**config.mk**
```make
export PLATFORM = sky130hd
export DESIGN_NAME = bank_sequencer
export DESIGN_NICKNAME = d
export VERILOG_FILES = /design/src/rtl/dram_bank_pkg.sv /design/src/rtl/bank_gap_timer.sv /design/src/rtl/bank_req_queue.sv /design/src/rtl/bank_sequencer.sv
export SDC_FILE = /design/constraint.sdc
export NUM_CORES = 1
export LEC_CHECK = 0
export CORE_ASPECT_RATIO = 1.1
export CORE_UTILIZATION = 53
export CTS_BUF_LIST = sky130_fd_sc_hd__clkbuf_16
export DETAILED_ROUTE_END_ITERATION = 6
export PLACE_DENSITY_LB_ADDON = 0.05
export SYNTH_ARGS = -nofsm -noshare
export SYNTH_HDL_FRONTEND = slang
export SYNTH_SLANG_ARGS = --single-unit
export TNS_END_PERCENT = 5
```
**constraint.sdc**
```tcl
create_clock -name clk -period 3.6 [get_ports clk]
set_clock_uncertainty 0.1 [all_clocks]
set_input_delay 0.36 -clock clk [delete_from_list [all_inputs] [get_ports clk]]
set_output_delay 0.36 -clock clk [all_outputs]
set_load 0.01 [all_outputs]
```
**src/rtl/dram_bank_pkg.sv**
```systemverilog
package dram_bank_pkg;

    // Command code, bit order {cas, ras, we}
    typedef enum logic [2:0] {
        CMD_NOP   = 3'b000,
        CMD_READ  = 3'b100,
        CMD_WRITE = 3'b101,
        CMD_ACT   = 3'b010,
        CMD_PRE   = 3'b011
    } cmd_code_e;

    // Address bit that requests auto-precharge on a column command
    localparam int AUTO_PRE_BIT = 10;

    // Timer slots
    localparam int TM_RCD   = 0;
    localparam int TM_RAS   = 1;
    localparam int TM_RC    = 2;
    localparam int TM_RP    = 3;
    localparam int TM_WR    = 4;
    localparam int TM_CCD   = 5;
    localparam int N_TIMERS = 6;

    function automatic int ceil_div(input int num, input int den);
        return (num + den - 1) / den;
    endfunction

endpackage

```
**src/rtl/bank_gap_timer.sv**
```systemverilog
module bank_gap_timer #(
    parameter int CNT_W = 6
) (
    input  logic             clk,
    input  logic             rst,
    input  logic             load,
    input  logic [CNT_W-1:0] load_val,
    output logic             done
);
    logic [CNT_W-1:0] cnt;

    always_ff @(posedge clk) begin
        if (rst)
            cnt <= '0;
        else if (load)
            cnt <= load_val;
        else if (cnt != '0)
            cnt <= cnt - 1'b1;
    end

    // Loaded with N at a handshake edge, done N cycles after that handshake
    assign done = (cnt <= CNT_W'(1));
endmodule

```
**src/rtl/bank_req_queue.sv**
```systemverilog
module bank_req_queue #(
    parameter int W     = 22,
    parameter int DEPTH = 4
) (
    input  logic         clk,
    input  logic         rst,
    input  logic         push,
    input  logic [W-1:0] push_data,
    input  logic         pop,
    output logic [W-1:0] head,
    output logic [W-1:0] next,
    output logic         head_valid,
    output logic         next_valid,
    output logic         full
);
    localparam int PTR_W = (DEPTH > 1) ? $clog2(DEPTH) : 1;

    logic [W-1:0]   mem [DEPTH];
    logic [PTR_W-1:0] wr_ptr, rd_ptr;
    logic [PTR_W:0]   cnt;
    logic             do_pop;

    assign do_pop = pop && (cnt != '0);

    always_ff @(posedge clk) begin
        if (push) mem[wr_ptr] <= push_data;
    end

    always_ff @(posedge clk) begin
        if (rst) begin
            wr_ptr <= '0;
            rd_ptr <= '0;
            cnt    <= '0;
        end else begin
            if (push)   wr_ptr <= wr_ptr + 1'b1;
            if (do_pop) rd_ptr <= rd_ptr + 1'b1;
            cnt <= cnt + (PTR_W+1)'(push) - (PTR_W+1)'(do_pop);
        end
    end

    assign head       = mem[rd_ptr];
    assign next       = mem[rd_ptr + 1'b1];
    assign head_valid = (cnt != '0);
    assign next_valid = (cnt > (PTR_W+1)'(1));
    assign full       = (cnt == (PTR_W+1)'(DEPTH));
endmodule

```
**src/rtl/bank_sequencer.sv**
```systemverilog
module bank_sequencer
    import dram_bank_pkg::*;
#(
    parameter int BANK_IDX   = 0,
    parameter int BANK_W     = 3,
    parameter int ROW_W      = 13,
    parameter int COL_W      = 10,
    parameter int BURST_LOG2 = 2,
    parameter int QDEPTH     = 4,
    parameter int CWL        = 2,
    parameter int NPHASES    = 2,
    parameter int T_RCD      = 2,
    parameter int T_RP       = 2,
    parameter int T_RAS      = 0,
    parameter int T_RC       = 0,
    parameter int T_WR       = 2,
    parameter int T_CCD      = 1,
    parameter bit AUTO_PRE   = 1'b1,
    parameter int CNT_W      = 6,
    localparam int CA_W      = COL_W - BURST_LOG2,
    localparam int RA_W      = ROW_W + CA_W,
    localparam int A_W       = (ROW_W > COL_W) ? ROW_W : COL_W
) (
    input  logic              clk,
    input  logic              rst,
    input  logic              req_valid,
    output logic              req_ready,
    input  logic              req_we,
    input  logic [RA_W-1:0]   req_addr,
    output logic              req_lock,
    output logic              req_wdata_ready,
    output logic              req_rdata_valid,
    output logic              cmd_valid,
    input  logic              cmd_ready,
    output logic              cmd_cas,
    output logic              cmd_ras,
    output logic              cmd_we,
    output logic [BANK_W-1:0] cmd_ba,
    output logic [A_W-1:0]    cmd_a,
    output logic              cmd_is_cmd,
    output logic              cmd_is_read,
    output logic              cmd_is_write,
    input  logic              refresh_req,
    output logic              refresh_gnt
);
    localparam int WLAT        = ceil_div(CWL, NPHASES);
    localparam int WR_TO_PRE   = WLAT + T_WR + T_CCD;
    localparam int WR_AP_CLOSE = WLAT + T_WR + T_RP;
    localparam int ENT_W       = RA_W + 1;

    // Queue
    logic [ENT_W-1:0] head, next;
    logic             head_valid, next_valid, q_full, q_pop;

    bank_req_queue #(.W(ENT_W), .DEPTH(QDEPTH)) u_queue (
        .clk(clk), .rst(rst),
        .push(req_valid && req_ready), .push_data({req_we, req_addr}),
        .pop(q_pop),
        .head(head), .next(next),
        .head_valid(head_valid), .next_valid(next_valid), .full(q_full)
    );

    logic             head_we;
    logic [ROW_W-1:0] head_row, next_row;
    logic [CA_W-1:0]  head_col;
    assign head_we  = head[RA_W];
    assign head_row = head[RA_W-1:CA_W];
    assign head_col = head[CA_W-1:0];
    assign next_row = next[RA_W-1:CA_W];

    // Timers
    logic [N_TIMERS-1:0] t_load, t_done;
    logic [CNT_W-1:0]    t_val [N_TIMERS];

    for (genvar g = 0; g < N_TIMERS; g++) begin : g_timer
        bank_gap_timer #(.CNT_W(CNT_W)) u_timer (
            .clk(clk), .rst(rst),
            .load(t_load[g]), .load_val(t_val[g]), .done(t_done[g])
        );
    end

    // Open-row state
    logic             row_open;
    logic [ROW_W-1:0] open_row;
    logic             row_hit, use_ap;
    cmd_code_e        code;
    logic [A_W-1:0]   addr_c;
    logic             fire;

    assign row_hit = row_open && (open_row == head_row);

    always_comb begin
        code   = CMD_NOP;
        addr_c = '0;
        use_ap = 1'b0;
        if (refresh_req) begin
            if (row_open && t_done[TM_RAS] && t_done[TM_WR])
                code = CMD_PRE;
        end else if (head_valid) begin
            if (!row_open) begin
                if (t_done[TM_RP] && t_done[TM_RC]) begin
                    code   = CMD_ACT;
                    addr_c = A_W'(head_row);
                end
            end else if (!row_hit) begin
                if (t_done[TM_RAS] && t_done[TM_WR])
                    code = CMD_PRE;
            end else if (t_done[TM_RCD] && t_done[TM_CCD]) begin
                code   = head_we ? CMD_WRITE : CMD_READ;
                use_ap = AUTO_PRE && next_valid && (next_row != head_row);
                addr_c = A_W'({head_col, {BURST_LOG2{1'b0}}});
                addr_c[AUTO_PRE_BIT] = use_ap;
            end
        end
    end

    assign cmd_valid = (code != CMD_NOP);
    assign fire      = cmd_valid && cmd_ready;
    assign q_pop     = fire && (code == CMD_READ || code == CMD_WRITE);

    always_comb begin
        t_load = '0;
        for (int k = 0; k < N_TIMERS; k++) t_val[k] = '0;
        t_val[TM_RCD] = CNT_W'(T_RCD);
        t_val[TM_RAS] = CNT_W'(T_RAS);
        t_val[TM_RC]  = CNT_W'(T_RC);
        t_val[TM_WR]  = CNT_W'(WR_TO_PRE);
        t_val[TM_CCD] = CNT_W'(T_CCD);
        t_val[TM_RP]  = (use_ap && head_we) ? CNT_W'(WR_AP_CLOSE) : CNT_W'(T_RP);
        if (fire) begin
            t_load[TM_RCD] = (code == CMD_ACT);
            t_load[TM_RAS] = (code == CMD_ACT);
            t_load[TM_RC]  = (code == CMD_ACT);
            t_load[TM_RP]  = (code == CMD_PRE) || use_ap;
            t_load[TM_WR]  = (code == CMD_WRITE);
            t_load[TM_CCD] = q_pop;
        end
    end

    always_ff @(posedge clk) begin
        if (rst) begin
            row_open <= 1'b0;
            open_row <= '0;
        end else if (fire) begin
            if (code == CMD_ACT) begin
                row_open <= 1'b1;
                open_row <= head_row;
            end else if (code == CMD_PRE || use_ap) begin
                row_open <= 1'b0;
            end
        end
    end

    // Outputs
    assign {cmd_cas, cmd_ras, cmd_we} = code;
    assign cmd_a           = addr_c;
    assign cmd_ba          = BANK_W'(BANK_IDX);
    assign cmd_is_cmd      = (code == CMD_ACT) || (code == CMD_PRE);
    assign cmd_is_read     = (code == CMD_READ);
    assign cmd_is_write    = (code == CMD_WRITE);
    assign req_ready       = !q_full;
    assign req_lock        = head_valid;
    assign req_wdata_ready = fire && (code == CMD_WRITE);
    assign req_rdata_valid = fire && (code == CMD_READ);
    assign refresh_gnt     = refresh_req && !row_open && t_done[TM_RP];
endmodule

```
## Word-level counts from Yosys, hierarchy flattened

Memory sizes are Yosys's and may differ from the RTL's. A register that Yosys moved wholly into a read port is not among the register bits.
Index checks and enable logic that the tools add are counted.

| operators by class | value |
|---|---|
| add/subtract/negate cells | 10 |
| order comparisons | 7 |
| eq/ne operators | 7 |
| muxes and demuxes | 36 |
| reductions and logical operators | 41 |

Operators with widths:

| kind | number |
|---|---|
| $mux W13 | 4 |
| $le A6 B1 Y1 const B | 6 |
| $reduce_bool A6 Y1 | 6 |
| $sub A6 B1 Y6 const B | 6 |
| $mux W3 | 8 |
| $mux W11 | 2 |
| $mux W6 | 3 |
| $logic_and A1 B1 Y1 | 16 |
| $mux W2 | 7 |
| $eq A13 B13 Y1 | 1 |
| $ne A13 B13 Y1 | 1 |
| $mux W1 | 12 |
| $reduce_bool A2 Y1 | 5 |
| $reduce_or A2 Y1 | 5 |
| $eq A3 B3 Y1 const B | 3 |
| $eq A3 B2 Y1 const B | 2 |
| $reduce_bool A3 Y1 | 2 |
| $add A2 B1 Y2 const B | 2 |
| $reduce_and A2 Y1 | 2 |
| $add A3 B1 Y3 | 1 |
| $gt A3 B1 Y1 const B | 1 |
| $logic_or A1 B1 Y1 | 3 |
| $sub A3 B1 Y3 | 1 |
| $logic_not A1 Y1 | 2 |

| storage, ports and cells | value |
|---|---|
| flip-flop bits (word level) | 57 |
| memory bits (writable) | 88 |
| output and inout port bits | 28 |
| word-level logic and storage cells | 116 |
| memories | 1 |

Memories:

| name | words | width | rd ports | clocked after memory_dff | wr ports | RTL line | text |
|---|---|---|---|---|---|---|---|
| u_queue.mem | 4 | 22 | 2 | 1 | 1 | bank_req_queue.sv:18 | `logic [W-1:0] mem [DEPTH];` |

## Longest topological paths before layout

| depth | value |
|---|---|
| word-level depth | 13 |
| gate-level depth with buffers | 15 |

## By module

Synthesis repeated with hierarchy kept, for this count alone.

| unflattened totals | value |
|---|---|
| cells, all modules | 609 |
| area total of the unflattened synthesis | 7873.8 µm² |

By module, submodules not included:

| module | instances | cells an instance | area each (µm²) | sequential area each (µm²) |
|---|---|---|---|---|
| bank_req_queue | 1 | 193 | 4280.4 | 2822.7 |
| bank_gap_timer | 6 | 41 | 376.6 | 120.1 |
| bank_sequencer | 1 | 170 | 1333.8 | 280.3 |

## Least setup slack after synthesis

OpenSTA, ideal clock, no wires.

| timing | value |
|---|---|
| kind | flip-flop to flip-flop |
| start | register (tool-made name) |
| end | register u_queue.cnt[2] |
| setup time | 128 ps |
| arrival time | 3143 ps |
| slack | 230 ps |
| stages on the path, launching flop included | 15 |
| buffers on the path | 1 |
| period minus slack after synthesis | 3370 ps |
| cells stage by stage | dfxtp_1 buf_6 mux4_2 xnor2_2 nand4_4 nor4_4 nand3_1 clkinv_1 ha_1 inv_1 ha_1 inv_1 fa_1 xnor2_1 nor2_1 |

RTL lines:

| what | RTL line | text |
|---|---|---|
| end signal, assigned | bank_req_queue.sv:37 | `cnt <= cnt + (PTR_W+1)'(push) - (PTR_W+1)'(do_pop);` |
| end, declared | bank_req_queue.sv:20 | `logic [PTR_W:0] cnt;` |

==> tab_implementation.tex <==
\begin{tabular}{lr}
\hline
Metric & Value \\
\hline
\multicolumn{2}{l}{\textbf{Timing}} \\
RSZ-0062 raised after global routing & yes \\
Count of endpoints failing setup in the final report & 0 \\
Post-layout minimum cycle time & 3.55 ns \\
Transition time at the pin with the least slew margin & 0.612 ns \\
Post-route clock period utilization & 98.7\% \\
Fin worst setup slack & 0.0482 ns \\
Hold Vio Cnt, Final & 0 \\
Worst rel slew slack & 59.2\% \\
Max Transition Viols Final & 0 \\
Fmax & 282 MHz \\
\multicolumn{2}{l}{\textbf{Pwr}} \\
Internal portion of total power & 3.81 mW \\
PnR Total Power & 5.71 mW \\
Combinational cell fraction of total power & 30.1\% \\
Leakage power & 3.17 nW \\
Portion of total power attributed to sequential cells & 39.7\% \\
Power density normalized to cell area & 659 nW/µm² \\
Worst IR Drop VDD & 0.358 mV \\
Net load switching power & 1.90 mW \\
Sw Ratio & 33.2\% \\
Clk network pwr share & 30.2\% \\
\multicolumn{2}{l}{\textbf{Placed design}} \\
Port-buffer cells & 51 \\
Post-DP HPWL & 10100 µm \\
Global placer's final weighted congestion & 0.759 \\
Worst setup timing slack at the placement stage & -0.0343 ns \\
Placed inst area & 7840 µm² \\
\multicolumn{2}{l}{\textbf{Clocking}} \\
TritonCTS clock tree & built \\
Worst-case clock buffer depth & 2 \\
Clock-pin slew on the worst setup and hold paths & 0.06 ns \\
Buffer cell driving the clock tree root & sky130\_fd\_sc\_hd\_\_clkbuf\_16 \\
Number of levels the H-tree was split into & 4 \\
CTS buffer count & 17 \\
Clock latency on the worst-skew pair & 0.43 ns \\
Number of sinks on the clock net & 147 \\
\multicolumn{2}{l}{\textbf{Global route}} \\
Total global routing overflow & 0 \\
Total GRT Usage & 23.9\% \\
First-pass GRT wire length & 24300 µm \\
Vias in the first global route & 4631 \\
Largest net degree at the start of global routing & 35 \\
Initial antenna violation count & 0 \\
\multicolumn{2}{l}{\textbf{Routing}} \\
Average wire length per cell after detail routing & 18.8 µm \\
Vias after detailed routing & 4637 \\
First DRT Iteration DRCs & 236 \\
Antenna-violating nets left & 0 \\
DRC violations left & 1 \\
Total Wirelength & 15000 µm \\
Via density & 5.79 \\
Iteration count of the initial detailed-routing pass & 7 \\
\multicolumn{2}{l}{\textbf{Critical path}} \\
Data arrival time of the worst path & 3.09 ns \\
Crit path launch type & register \\
CP Max Fanout & 7 \\
Worst Path Class, Setup & register to output pin \\
CP endpoint kind & output pin \\
Required time at the endpoint of the critical path & 3.14 ns \\
\multicolumn{2}{l}{\textbf{Final layout}} \\
Final net count & 679 \\
Filler cell count & 927 \\
Relative area change from synthesis to final layout & 22.6\% \\
Summed area of non-filler cells in the final layout & 8660 µm² \\
Count of inserted antenna diode cells & 0 \\
Most frequent standard cell in the layout excluding fill and tap cells & sky130\_fd\_sc\_hd\_\_edfxtp\_1 \\
Most frequent cells in the layout & 88 x sky130\_fd\_sc\_hd\_\_edfxtp\_1, 62 x sky130\_fd\_sc\_hd\_\_nor2\_1, 58 x sky130\_fd\_sc\_hd\_\_dfxtp\_1 \\
Layout cells sized above 1 & 22.2\% \\
Final standard cell utilization of the core & 67.6\% \\
\multicolumn{2}{l}{\textbf{Status}} \\
Failing checks & DRC \\
Status & complete, but fails checks \\
\multicolumn{2}{l}{\textbf{Logic synthesis}} \\
Most used flip-flop cell after synthesis & sky130\_fd\_sc\_hd\_\_edfxtp\_1 \\
Gate count after technology mapping & 550 \\
Cell variety after synth & 59 \\
Area leader, netlist & sky130\_fd\_sc\_hd\_\_edfxtp\_1 \\
Synth Cell Area & 7060 µm² \\
Count of yosys warnings during synthesis & 0 \\
Register bit count reported by yosys & 147 \\
Share of synthesized area occupied by flip-flops and latches & 54.1\% \\
Yosys top cell area share & 37.4\% \\
Number of enable-type register cells in the synthesized netlist & 88 \\
Per-instance average area after synthesis & 12.8 µm² \\
Largest cells by area after synthesis & sky130\_fd\_sc\_hd\_\_edfxtp\_1 37\%, sky130\_fd\_sc\_hd\_\_dfxtp\_1 17\%, sky130\_fd\_sc\_hd\_\_mux4\_2 11\% \\
Async S/R FF share, synth & 0\% \\
\multicolumn{2}{l}{\textbf{Die}} \\
Horizontal die dimension & 112 µm \\
Initial core utilization & 55.2\% \\
Number of primary I/O pins & 55 \\
Total Die Area & 13800 µm² \\
CORE AREA & 12800 µm² \\
Placement Rows & 43 \\
Die H & 123 µm \\
\multicolumn{2}{l}{\textbf{Run}} \\
Count of max-cap constraint violations & 0 \\
\multicolumn{2}{l}{\textbf{Hold path}} \\
Classification of the worst-slack hold path & register to register \\
\hline
\end{tabular}
==> cells in the mapped netlist, types with 3 or more instances <==
| cell | n |
|---|---|
| sky130_fd_sc_hd__a211oi_1 | 5 |
| sky130_fd_sc_hd__a21oi_1 | 20 |
| sky130_fd_sc_hd__a22oi_1 | 8 |
| sky130_fd_sc_hd__and2_1 | 6 |
| sky130_fd_sc_hd__and3_1 | 12 |
| sky130_fd_sc_hd__buf_2 | 3 |
| sky130_fd_sc_hd__buf_4 | 3 |
| sky130_fd_sc_hd__clkbuf_1 | 15 |
| sky130_fd_sc_hd__dfxtp_1 | 59 |
| sky130_fd_sc_hd__edfxtp_1 | 88 |
| sky130_fd_sc_hd__ha_1 | 20 |
| sky130_fd_sc_hd__inv_1 | 23 |
| sky130_fd_sc_hd__mux2i_1 | 13 |
| sky130_fd_sc_hd__mux4_2 | 35 |
| sky130_fd_sc_hd__nand2_1 | 27 |
| sky130_fd_sc_hd__nand2b_1 | 12 |
| sky130_fd_sc_hd__nand3_1 | 7 |
| sky130_fd_sc_hd__nand4_1 | 3 |
| sky130_fd_sc_hd__nor2_1 | 62 |
| sky130_fd_sc_hd__nor2b_1 | 6 |
| sky130_fd_sc_hd__nor3_1 | 14 |
| sky130_fd_sc_hd__nor4_1 | 5 |
| sky130_fd_sc_hd__o21ai_0 | 6 |
| sky130_fd_sc_hd__or3_1 | 8 |
| sky130_fd_sc_hd__or4b_2 | 3 |
| sky130_fd_sc_hd__xnor2_1 | 18 |
| sky130_fd_sc_hd__xnor2_2 | 6 |
| sky130_fd_sc_hd__xor2_1 | 20 |
==> worst max-delay path, stage by stage (launching register included) <==
cell and delay [ns]:
sky130_fd_sc_hd__dfxtp_4 0.37, sky130_fd_sc_hd__buf_12 0.14, sky130_fd_sc_hd__mux4_2 0.57, sky130_fd_sc_hd__xnor2_2 0.21
sky130_fd_sc_hd__nand4_4 0.17, sky130_fd_sc_hd__nor4_4 0.34, sky130_fd_sc_hd__buf_4 0.16, sky130_fd_sc_hd__nand3_1 0.10
sky130_fd_sc_hd__buf_4 0.19, sky130_fd_sc_hd__nor2_1 0.12, sky130_fd_sc_hd__dlygate4sd2_1 0.28
==> flip-flops by register name (all words and copies together) (netlist names), named ones only <==
signal	flops
u_queue.mem	88
g_timer.u_timer.cnt	36
open_row	13
u_queue.cnt	3
u_queue.rd_ptr	2
u_queue.wr_ptr	2
row_open	1
==> path summary, 6_finish.rpt <==
path | slack [ns] | end | cells past startpoint | from
setup / recovery | 0.05 | req_rdata_valid | 10 | register
hold / removal | 0.38 | g_timer[1].u_timer.cnt[4] | 2 | g_timer[1].u_timer.cnt[4]
setup reg to reg | 0.15 | u_queue.cnt[2] | 15 | register
hold reg to reg | 0.38 | g_timer[1].u_timer.cnt[4] | 2 | g_timer[1].u_timer.cnt[4]
==> routing by layer <==
layer / share of wire, % / wire length [µm] / track usage [%]
met5: 0 / 0 / 0
met4: 2.0 / 308 / 10.1
met3: 4.2 / 638 / 5.10
met2: 52 / 7830 / 41.9
met1: 42 / 6270 / 28.9
==> logic make-up after synthesis <==
kind of cell             count (synthesis)  synth area share, %
AO/OA/AOI/OAI                           58                 5.85
adder cells (fa/ha/maj)                 21                 3.83
XOR/XNOR                                44                 6.09
AND/OR/NAND/NOR                        180                 13.7
flip-flops                             147                 54.1
buffers and inverters                   49                 3.03
other                                    1               0.0531
multiplexers                            50                 13.3
==> area by class of cell <==
type | instances | area [µm²] | share of cell area (%)
Tap cell | 157 | 196 | 2.27
Clock buffer | 17 | 425 | 4.91
Sequential cell | 147 | 3830 | 44.2
Timing Repair Buffer | 85 | 790 | 9.12
Inverter | 24 | 90.1 | 1.04
Multi-Input combinational cell | 356 | 3180 | 36.7
Clock inverter | 15 | 148 | 1.71
==> per-stage QoR <==
step	hold WS, ns	cells	TNS, ns
detailed placement	0.369	755	-0.0343
floorplan	0.349	552	0
CTS	0.378	798	0
global route	0.399	801	-0.309
global placement	0.358	755	-0.0446
finish	0.376	801	0
==> power groups by stage <==
stage	Clock, mW	Sequential, mW	Combinational [mW]
2_1_floorplan	0	2.24	1.24
3_3_place_gp	0	2.28	1.61
3_5_place_dp	0	2.29	1.65
4_1_cts	1.74	2.26	1.70
5_1_grt	1.82	2.30	1.92
6_report	1.72	2.27	1.72
==> timing repair <==
action | in CTS | in global routing
setup endpoints to repair | 18 | 13
hold buffers | 0 | 0
endpoints found under the hold margin | 0 | 0
pin swaps | 8 | 7
setup buffers | 11 | 3
resized for setup | 47 | 12
cloned | 0 | 0
No activity file was read; power rests on OpenSTA's default activity.
